### config.mk
export PLATFORM = sky130hd
export DESIGN_NAME = addr_watch
export DESIGN_NICKNAME = d
export VERILOG_FILES = /design/src/rtl/addr_watch.sv
export SDC_FILE = /design/constraint.sdc
export NUM_CORES = 1
export LEC_CHECK = 0
export BUFFER_PORTS_ARGS = -buffer_cell sky130_fd_sc_hd__buf_2
export CORE_MARGIN = 4
export CORE_UTILIZATION = 48
export CTS_CLUSTER_SIZE = 20
export DETAILED_ROUTE_END_ITERATION = 7
export MAX_ROUTING_LAYER = met4
export PLACE_DENSITY = 0.83
export SYNTH_ARGS = -nofsm -noshare
export SYNTH_HDL_FRONTEND = slang
export SYNTH_SLANG_ARGS = --single-unit
### constraint.sdc
create_clock -name clk -period 2.2 [get_ports clk]
set_clock_uncertainty 0.05 [all_clocks]
set_input_delay 0 -clock clk [delete_from_list [all_inputs] [get_ports clk]]
set_output_delay 0 -clock clk [all_outputs]
set_load 0.03 [all_outputs]
### src/rtl/addr_watch.sv
module addr_watch #(
  parameter int AW = 18
) (
  input  logic          clk,
  input  logic          rst_n,
  input  logic          cfg_we,
  input  logic [AW-1:0] cfg_addr,
  input  logic          cfg_user,
  input  logic [1:0]    cfg_cond,
  input  logic          ref_valid,
  input  logic [AW-1:0] ref_addr,
  input  logic          ref_user,
  input  logic          ref_reloc_user,
  input  logic [1:0]    ref_kind,
  input  logic          ref_fast,
  input  logic          ref_exec_fetch,
  input  logic          insn_boundary,
  input  logic          prot_clr,
  input  logic          stat_clr,
  output logic          mem_prot,
  output logic          bp_status,
  output logic          trap_req
);
  localparam logic [1:0] K_FETCH = 2'b01;
  localparam logic [1:0] K_WRITE = 2'b10;

  logic [AW-1:0] wp_addr;
  logic          wp_user;
  logic [1:0]    wp_cond;
  logic          kind_ok, hit;

  always_ff @(posedge clk) begin
    if (!rst_n) begin
      wp_addr <= '0;
      wp_user <= 1'b0;
      wp_cond <= 2'b00;
    end else if (cfg_we) begin
      wp_addr <= cfg_addr;
      wp_user <= cfg_user;
      wp_cond <= cfg_cond;
    end
  end

  always_comb begin
    case (wp_cond)
      2'b01:   kind_ok = (ref_kind == K_FETCH) && !ref_exec_fetch;
      2'b10:   kind_ok = (ref_kind == K_WRITE);
      2'b11:   kind_ok = 1'b1;
      default: kind_ok = 1'b0;
    endcase
  end

  assign hit = ref_valid && !ref_fast && kind_ok &&
               (ref_addr == wp_addr) &&
               ((ref_user | ref_reloc_user) == wp_user);

  always_ff @(posedge clk) begin
    if (!rst_n) begin
      mem_prot  <= 1'b0;
      bp_status <= 1'b0;
      trap_req  <= 1'b0;
    end else begin
      mem_prot  <= hit | (mem_prot  & ~prot_clr);
      bp_status <= hit | (bp_status & ~stat_clr);
      trap_req  <= hit | (trap_req  & ~insn_boundary);
    end
  end

  a_r9_hit_raises: assert property (@(posedge clk) disable iff (!rst_n)
    hit |=> (mem_prot && bp_status && trap_req));

  a_r10_status_sticky: assert property (@(posedge clk) disable iff (!rst_n)
    (bp_status && !stat_clr) |=> bp_status);

  a_r7_fast_ignored: assert property (@(posedge clk) disable iff (!rst_n)
    (ref_fast && !bp_status && !stat_clr) |=> !$rose(bp_status));

  a_r12_idle_no_rise: assert property (@(posedge clk) disable iff (!rst_n)
    (!ref_valid && !trap_req) |=> !trap_req);

  a_r11_boundary_clears: assert property (@(posedge clk) disable iff (!rst_n)
    (insn_boundary && !hit) |=> !trap_req);

  a_r2_never: assert property (@(posedge clk) disable iff (!rst_n)
    (wp_cond == 2'b00) |-> !hit);
endmodule

Yosys cells after proc, flatten, opt, wreduce, memory -nomap -nowiden. Cells that the tools add are included.

Equality and inequality tests: 7. Muxes and demuxes: 1. Bitwise operators: 10. Reduce and logical (&&, ||, !) cells: 7.

Operators with widths (number): 18-bit == test (1); 2-bit == test, second input constant (3); 1-bit logical AND (5); 2-bit by 1-bit == test with 1-bit output, second input constant (2); 1-bit bitwise OR (4); 1-bit bitwise AND (3); 1-bit NOT (3); 1-bit one-hot mux with 3 select lines (1); 1-bit logical NOT (2); 1-bit == test (1).

Register bits after elaboration: 24. Word-level logic and storage cells: 31.

Logic depth before layout (Yosys ltp). Gate-level depths: netlist of run 1.

Word-level depth: 7. Depth in mapped cells: 4. Depth with buffers taken out: 4.

Worst setup path before layout of run 1. OpenSTA, ideal clock, no wires.

Path type: register to register. Start point: register wp_user. End point: register bp_status. Setup time: 0.069 ns. Data arrival time: 1.177 ns. Slack: 0.904 ns. Cell stages (with the launch flop): 5. Path buffers: 0. Clock period less this slack: 1.296 ns. Path through: dfxtp_1 > nor3_2 > o22ai_1 > or4_4 > o21ai_1.

Longest elaborated chain between the ends: 3.

Ends and longest elaborated chain: start, declared (RTL line 28) `logic wp_user;`; start signal, assigned (RTL line 39) `wp_user <= cfg_user;`; 1-bit == test (RTL line 55) `((ref_user | ref_reloc_user) == wp_user);`; 1-bit logical AND (RTL line 54) `(ref_addr == wp_addr) &&`; 1-bit bitwise OR (RTL line 64) `bp_status <= hit | (bp_status & ~stat_clr);`; end signal, assigned (RTL line 64); end, declared (RTL line 21) `output logic bp_status,`.

Every way passes these cells. A chain may end at the register's enable or synchronous reset.

Final worst setup path of run 1.
Start point: register wp_user. End point: register trap_req.

Longest elaborated chain between the ends: 3.

Ends and longest elaborated chain: 1-bit == test (RTL line 55); 1-bit logical AND (RTL line 54); 1-bit bitwise OR (RTL line 65) `trap_req <= hit | (trap_req & ~insn_boundary);`; end signal, assigned (RTL line 65); end, declared (RTL line 22) `output logic trap_req`.

Every way passes these cells.

==> out/metrics.csv, run 1 <==
stage,metric,value,unit
die,initial_core_util,0.508,
synth,synth.avg_cell_area,10.5,um^2
die,rows,17,
power,power_frac_seq,0.494,
worst_hold_path,hold_class,in -> reg,
timing,rsz0062_at_grt,no,
synth,synth_seq_cells,24,
worst_setup_path,arrival,1640,ps
placed_design,dp_hpwl,1.91,mm
worst_setup_path,cp-end-kind,flip-flop,
detailed_routing,wl_per_cell,13.6,um
synth,ys_seq_area_frac,0.423,
synth,syn_inst,108,
power,netSwitchingFraction,0.216,
synth,yosysWarningCount,0,
detailed_routing,first_pass_iters,4,
synth,synth_area_leaders,"dfxtp_1 (42%), mux2i_1 (19%), xor2_1 (13%)",
final_layout,diodes,0,
placed_design,io_buffers,54,
power,p_int,0.750,mW
timing,drv_slew,0,
clock_tree,clk-insertion-delay-late,310,ps
clock_tree,htreeDepth,1,
synth,synthFlopType,dfxtp_1,
clock_tree,clockBufferDepth,2,
global_routing,grt_pass1_wl,4.91,mm
global_routing,gr-total-overflow,0,
synth,synth_top_area_cell,dfxtp_1,
power,total_power,0.957,mW
placed_design,place_congestion,0.832,
clock_tree,cts_tree,yes,
worst_setup_path,path_cells,nor3_2 > o22ai_1 > or4_4 > o21ai_1,
die,dieArea,0.00321,mm^2
die,core_area,0.00223,mm^2
timing,setup-tns-final,0,ps
die,fp.dieW,56.6,um
detailed_routing,vias,1028,
timing,final_min_period_over_clock_period,0.654,
worst_setup_path,max_stage_delay,560,ps
flow_run,cap_viol_max_count,0,
detailed_routing,drt_iter0_drc,9,
clock_tree,post_cts_resized,0,
timing,fin_crit,1440,ps
status,status,"finished, final reports clean",
final_layout,layout-drive-gt1-share,0.330,
worst_setup_path,start_kind,flip-flop,
detailed_routing,vias_per_cell,4.83,
die,die_h,56.6,um
timing,setup_viol,0,
power,power.leakage,0.828,nW
clock_tree,cts_made_buffers,3,
power,p_switching,0.207,mW
final_layout,area_growth,50.8,%
timing,final_hold_viol_count,0,
power,p_per_area,559,mW/mm^2
detailed_routing,wirelength,2.89,mm
timing,max_freq,0.695,GHz
global_routing,grt_pass1_vias,1121,
worst_setup_path,slowest_stage,or4_4,
power,clkPwrFrac,0.325,
synth,yosys-top-cells-count,"dfxtp_1 (24), mux2i_1 (21), nor2b_1 (21)",
worst_setup_path,crit_fanout,3,
global_routing,antenna_found_initial,0,
worst_setup_path,required,2400,ps
synth,ys_types,19,
synth,synth_edf_count,0,
detailed_routing,ant_nets,0,
power,ir_worst_vdd,0.428,mV
clock_tree,cts.sink_count,24,
timing,worst_slew_pin_slew,623,ps
detailed_routing,drc,0,
clock_tree,clk_pin_slew,130,ps
clock_tree,clock-root-buffer,clkbuf_4,
final_layout,fill_cells,159,
synth,synth_area,0.00113,mm^2
global_routing,track_usage,0.198,
global_routing,grt_start_max_net_pins,26,
synth,syn-num-nets,160,
die,boundaryPins,55,
final_layout,nets,238,
synth,synth-async-reset-ratio,0,
synth,yosysMostFrequentCell,dfxtp_1,
power,power_frac_comb,0.181,
timing,slew_headroom,0.585,
worst_setup_path,path_class,reg -> reg,
synth,yosysTopAreaCellShare,0.423,
[final cells by class]
| type | count | area, um^2 | share of cell area |
|---|---|---|---|
| tap | 28 | 35.0 | 0.0205 |
| multi-input combinational | 78 | 629 | 0.368 |
| inverter | 1 | 3.75 | 0.00219 |
| timing repair buffer | 78 | 510 | 0.298 |
| clock inverter | 1 | 30.0 | 0.0175 |
| clock buffer | 3 | 22.5 | 0.0132 |
| sequential | 24 | 480 | 0.281 |
[critical path: cells and delay by family (launching register included)]
kind,cells,cell delay (ps)
and+or+nand+nor,2,740
DFF,1,360
AOI/OAI and AO/OA,2,240
[cell usage in the layout, fill, tap and decap left out, drive strengths merged, types with 3 or more instances in the layout]
cell type | synthesis | layout
nor2b | 21 | 21
dlygate4sd3 | 0 | 24
buf | 2 | 54
dfxtp | 24 | 24
mux2i | 21 | 21
nor4 | 4 | 4
clkbuf | 3 | 3
o21ai | 3 | 3
nand3b | 3 | 3
xor2 | 17 | 17
[power groups by stage]
stage / registers [mW] / logic, mW / clock network [mW]
2_1_floorplan: 0.479 / 0.0796 / 0
3_3_place_gp: 0.481 / 0.135 / 0
3_5_place_dp: 0.482 / 0.139 / 0
4_1_cts: 0.473 / 0.172 / 0.317
5_1_grt: 0.475 / 0.192 / 0.333
6_report: 0.473 / 0.173 / 0.311
[per-layer routing]
| metal | vias up | track usage | wire length [um] |
|---|---|---|---|
| met4 | 0 | 0.0542 | 22 |
| met2 | 38 | 0.356 | 1510 |
| met1 | 466 | 0.221 | 1170 |
| met3 | 2 | 0.0368 | 191 |
| li1 | 522 | - | - |
| met5 | - | - | 0 |
[timing repair]
action,CTS,global route
buffers inserted,0,0
hold endpoints to repair,24,0
hold buffers,24,0
[state kept, by name, summed over array words and instances, names as in the netlist]
signal / count
wp_addr: 18
bp_status: 1
mem_prot: 1
wp_user: 1
trap_req: 1
wp_cond: 2
[logic make-up (layout without fill, tap and decap cells)]
group / count (synthesis) / in the layout / synth area share
AO/OA/AOI/OAI: 6 / 6 / 0.0298
AND/OR/NAND/NOR: 33 / 33 / 0.201
flip-flops: 24 / 24 / 0.423
multiplexers: 21 / 21 / 0.185
XOR/XNOR: 18 / 18 / 0.139
buffers and inverters: 6 / 83 / 0.0220
[metrics by stage]
stage	setup slack, ps	cell area [um^2]	hold WS, ps	util	std cells
2_1_floorplan	904	1130	78.2	-	108
3_3_place_gp	885	1420	211	0.635	185
3_5_place_dp	825	1420	217	0.635	185
4_1_cts	758	1710	47.0	0.766	213
5_1_grt	674	1710	60.2	0.766	213
6_report	762	1710	54.3	0.766	213
[worst paths after layout]
path,startpoint,endpoint,slack (ps),cells past startpoint
worst min-delay path,ref_fast,mem_prot,50,4
worst min register to register,mem_prot,mem_prot,450,2
worst max-delay path,wp_user,trap_req,760,4
worst max register to register,wp_user,trap_req,760,4
(Power assumes the default switching activity.)
==> run 2, diff against run 1 <==
Settings changed: CORE_ASPECT_RATIO from default to 0.5, CORE_UTILIZATION 48 to 40, PLACE_DENSITY 0.83 to 0.74.
Clock period 2.2 ns to 1.23 ns, I/O delays scaled along.
==> out/metrics.csv, run 2 (synthesis gave the netlist of run 1 again) <==
stage,metric,value,unit,change
status,status,"complete, but fails checks",,
status,violations,setup timing,,
worst_setup_path,path_class,reg -> reg,,
final_layout,nets,242,,+1.7%
final_layout,largest_registers,"wp_addr x18, wp_cond x2",,
final_layout,area_growth,56.6,%,
timing,setup_ws,-126,ps,-888 ps
final_layout,layout_common_cells,"buf_2 (54), dlygate4sd3_1 (24), mux2i_1 (21), nor2b_1 (21), dfxtp_1 (21)",,
detailed_routing,first_pass_iters,4,,unchanged
worst_setup_path,start_kind,flip-flop,,
worst_setup_path,rr_worst_depth,5,,+1
placed_design,dp_hpwl,1.85,mm,-3.3%
final_layout,diodes,0,,unchanged
worst_setup_path,reg2reg_slack,-130,ps,-890 ps
timing,drv_slew,0,,unchanged
power,p_per_area,915,mW/mm^2,+64%
power,total_power,1.63,mW,+70%
clock_tree,clk-insertion-delay-late,260,ps,-50 ps
worst_setup_path,cp-end-kind,flip-flop,,
worst_hold_path,hold_class,in -> reg,,
placed_design,place_congestion,0.703,,-15%
global_routing,track_usage,0.154,,-0.0435
clock_tree,clockBufferDepth,2,,unchanged
timing,setup_viol,3,,+3
timing,slew_headroom,0.825,,+0.240
worst_setup_path,crit_fanout,3,,unchanged
flow_run,cap_viol_max_count,0,,unchanged
final_layout,layout-drive-gt1-share,0.372,,+0.0426
final_layout,final_area,0.00178,mm^2,+3.8%
placed_design,dpl_cell_area,0.00147,mm^2,+3.9%
global_routing,grt_pass1_vias,988,,-12%
timing,fin_crit,1360,ps,-82.5 ps
global_routing,grt_start_max_net_pins,25,,-3.8%
placed_design,dp_cells,198,,+7.0%
worst_setup_path,required,1380,ps,-1020 ps
global_routing,antenna_found_initial,0,,unchanged
detailed_routing,drt_iter0_drc,30,,+21
detailed_routing,drc,0,,unchanged
die,fp.dieW,83.3,um,+47%
timing,final_hold_viol_count,0,,unchanged
detailed_routing,ant_nets,0,,unchanged
timing,worst_slew_pin_slew,261,ps,-362 ps
final_layout,largest_reg_flops,18,,unchanged
detailed_routing,vias_per_cell,4.53,,-6.2%
die,rows,13,,-4
clock_tree,cts_made_buffers,3,,unchanged
timing,final_min_period_over_clock_period,1.10,,+0.448
die,initial_core_util,0.428,,-0.0801
final_layout,mostFrequentLayoutCell,buf_2,,
final_layout,final_core_util,0.670,,-0.0963
global_routing,gr-total-overflow,0,,unchanged
die,dieArea,0.00381,mm^2,+19%
clock_tree,cts_tree,yes,,
die,die_h,45.7,um,-19%
detailed_routing,wl_per_cell,12.0,um,-12%
detailed_routing,wirelength,2.70,mm,-6.6%
die,boundaryPins,55,,unchanged
clock_tree,cts.sink_count,24,,unchanged
power,power.leakage,0.848,nW,+2.4%
clock_tree,htreeDepth,1,,unchanged
timing,rsz0062_at_grt,yes,,
worst_setup_path,arrival,1500,ps,-140 ps
detailed_routing,vias,1019,,-0.88%
timing,max_freq,0.738,GHz,+6.1%
final_layout,regMostFlops,wp_addr,,
worst_hold_path,hold_path_depth,4,,unchanged
final_layout,stdcell_count,225,,+5.6%
die,core_area,0.00265,mm^2,+19%
clock_tree,post_cts_buffers,0,,unchanged
placed_design,io_buffers,54,,unchanged
power,ir_worst_vdd,0.433,mV,+1.2%
clock_tree,clock-root-buffer,clkbuf_8,,
clock_tree,clk_pin_slew,70,ps,-60 ps
global_routing,grt_pass1_wl,4.44,mm,-9.4%
==> run 2: layer usage <==
metal	vias to the layer above	track usage	share of wire
met1	462	0.179	0.42
li1	527	-	-
met4	0	0.0489	0.016
met5	-	-	0
met3	6	0.0487	0.052
met2	24	0.263	0.51
==> run 2: final cells by class <==
type	instances	area [um^2]
inverter	1	3.75
multi-input combinational	78	648
tap	37	46.3
clock buffer	3	41.3
timing repair buffer	82	553
sequential	24	484
fill	210	875
==> run 2: path summary, 6_finish.rpt <==
| kind | startpoint | end |
|---|---|---|
| worst min-delay path | ref_fast | trap_req |
| worst max-delay path | wp_addr[16] | trap_req |
| worst min register to register | bp_status | bp_status |
| worst max register to register | wp_addr[16] | trap_req |
==> run 2: metrics by stage <==
| stage | TNS [ps] | setup slack, ps | hold slack [ps] |
|---|---|---|---|
| detailed placement | -437 | -152 | 214 |
| finish | -348 | -126 | 84.7 |
| global route | -670 | -253 | 114 |
| CTS | -371 | -130 | 80.2 |
| floorplan | -179 | -59.5 | 78.0 |
| global placement | -408 | -137 | 207 |
==> run 2: what timing repair did <==
item | CTS | global route
endpoints found under the setup margin | 3 | 3
gates resized for setup | 2 | 3
hold buffers | 24 | 0
endpoints found under the hold margin | 24 | 0
pin swaps | 6 | 3
==> run 2: worst max-delay path, stage by stage (launching register included) <==
cell and delay [ps]:
dfxtp_2 330, xor2_1 160, nor4_2 290, buf_4 160, nand4_1 140, o21ai_1 170
==> run 2: report_power, final <==
part           internal [mW]  total (mW)  leakage, nW  switching, mW
registers              0.819       0.845        0.199         0.0261
logic                  0.208       0.331        0.628          0.123
clock network          0.219       0.450       0.0216          0.231
total                   1.25        1.63        0.848          0.380
==> run 3, diff against run 2 <==
Settings changed: SKIP_CTS_REPAIR_TIMING from default to 1.
==> out/metrics.csv, run 3 (synthesis gave the netlist of run 1 again) <==
stage,metric,value,unit,change
status,status,"complete, but fails checks",,
status,violations,"hold timing, setup timing",,
worst_setup_path,start_kind,flip-flop,,
timing,setup-tns-final,-432,ps,-83.9 ps
die,core_area,0.00265,mm^2,unchanged
timing,holdWs,-53.8,ps,-139 ps
clock_tree,cts.sink_count,24,,unchanged
die,boundaryPins,55,,unchanged
timing,drv_slew,0,,unchanged
final_layout,area_growth,54.8,%,
power,p_per_area,923,mW/mm^2,+0.88%
timing,slew_headroom,0.825,,+0.000979
worst_setup_path,cp-end-kind,flip-flop,,
global_routing,grt_pass1_vias,871,,-12%
global_routing,antenna_found_initial,0,,unchanged
clock_tree,cts_tree,yes,,
power,p_switching,0.380,mW,about the same
global_routing,gr-total-overflow,0,,unchanged
final_layout,layout_common_cells,"buf_2 (54), dlygate4sd3_1 (22), mux2i_1 (21), nor2b_1 (21), dfxtp_1 (21)",,
clock_tree,clk-insertion-delay-late,260,ps,about the same
worst_hold_path,hold_class,in -> reg,,
placed_design,dpl_cell_area,0.00147,mm^2,unchanged
final_layout,regMostFlops,wp_addr,,
detailed_routing,first_pass_iters,3,,-1
final_layout,final_core_util,0.663,,-0.00755
global_routing,grt_start_max_net_pins,25,,unchanged
worst_setup_path,reg2reg_slack,-150,ps,-20 ps
worst_setup_path,arrival,1530,ps,+30 ps
timing,setup_ws,-149,ps,-22.9 ps
final_layout,largest_registers,"wp_addr x18, wp_cond x2",,
die,die_h,45.7,um,unchanged
timing,max_freq,0.725,GHz,-1.7%
timing,worst_slew_pin_slew,259,ps,-1.46 ps
timing,fin_crit,1380,ps,+22.9 ps
placed_design,dp_hpwl,1.85,mm,unchanged
power,netSwitchingFraction,0.235,,+0.000635
power,clkPwrFrac,0.278,,about the same
final_layout,largest_reg_flops,18,,unchanged
worst_setup_path,crit_fanout,3,,unchanged
power,power_frac_seq,0.521,,about the same
power,p_int,1.24,mW,-0.34%
timing,setup_viol,3,,unchanged
clock_tree,clock-root-buffer,clkbuf_8,,
power,power.leakage,0.840,nW,-0.98%
clock_tree,clockBufferDepth,2,,unchanged
timing,rsz0062_at_grt,yes,,
final_layout,final_area,0.00176,mm^2,-1.1%
final_layout,nets,240,,-0.83%
power,ir_worst_vdd,0.432,mV,-0.37%
worst_setup_path,required,1380,ps,about the same
detailed_routing,drt_iter0_drc,20,,-33%
final_layout,layout-drive-gt1-share,0.376,,+0.00400
timing,final_min_period_over_clock_period,1.12,,+0.0186
final_layout,diodes,0,,unchanged
detailed_routing,vias_per_cell,4.51,,-0.39%
detailed_routing,wirelength,2.63,mm,-2.5%
timing,final_hold_viol_count,2,,+2
flow_run,cap_viol_max_count,0,,unchanged
worst_setup_path,path_class,reg -> reg,,
clock_tree,cts_made_buffers,3,,unchanged
die,dieArea,0.00381,mm^2,unchanged
placed_design,place_congestion,0.703,,unchanged
placed_design,io_buffers,54,,unchanged
die,fp.dieW,83.3,um,unchanged
detailed_routing,vias,1006,,-1.3%
global_routing,grt_pass1_wl,3.81,mm,-14%
clock_tree,clk_pin_slew,80,ps,about the same
clock_tree,htreeDepth,1,,unchanged
die,initial_core_util,0.428,,unchanged
final_layout,fill_cells,206,,-1.9%
power,power_frac_comb,0.200,,-0.004
detailed_routing,ant_nets,0,,unchanged
die,rows,13,,unchanged
global_routing,track_usage,0.132,,-0.0220
detailed_routing,drc,0,,unchanged
final_layout,mostFrequentLayoutCell,buf_2,,
detailed_routing,wl_per_cell,11.8,um,-1.6%
## run 3: changes by cell type in the layout (fill, tap and decap cells not counted)
cell | previous run | this run
dlygate4sd3_1 | 24 | 22
## run 3: cell type report
class                   instances  area (um^2)  area share
multi-input cells              78          648       0.369
repair buffers                 80          533       0.303
flip-flops and latches         24          484       0.276
well taps                      37         46.3      0.0264
clock buffers                   3         41.3      0.0235
inverters                       1         3.75     0.00214
## run 3: routing by layer
metal,global-route usage,routed length (um)
met5,-,0
met4,0.0391,42
met3,0.0469,134
met2,0.212,1340
met1,0.161,1110
## run 3: metrics by stage
| stage | cells | setup slack (ps) | power (mW) |
|---|---|---|---|
| 2_1_floorplan | 108 | -59.5 | 0.999 |
| 3_3_place_gp | 198 | -137 | 1.12 |
| 3_5_place_dp | 198 | -152 | 1.12 |
| 4_1_cts | 201 | -186 | 1.57 |
| 5_1_grt | 223 | -259 | 1.70 |
| 6_report | 223 | -149 | 1.62 |
## run 3: power by group through the flow
stage,sequential [mW],clock (mW),combinational (mW)
3_5_place_dp,0.862,0,0.262
2_1_floorplan,0.857,0,0.142
4_1_cts,0.844,0.461,0.263
6_report,0.845,0.451,0.325
5_1_grt,0.850,0.494,0.357
3_3_place_gp,0.860,0,0.260
## run 3: final timing paths
path	cells past startpoint	endpoint	from
setup / recovery	4	trap_req	wp_addr[12]
hold / removal	3	wp_cond[1]	cfg_cond[1]
setup reg to reg	4	trap_req	wp_addr[12]
hold reg to reg	2	bp_status	bp_status
## run 3: critical path: stages (launching register included)
cell and delay [ps]:
dfxtp_2 330, xnor2_1 130, nand4b_1 110, or4_4 560, o21ai_1 140
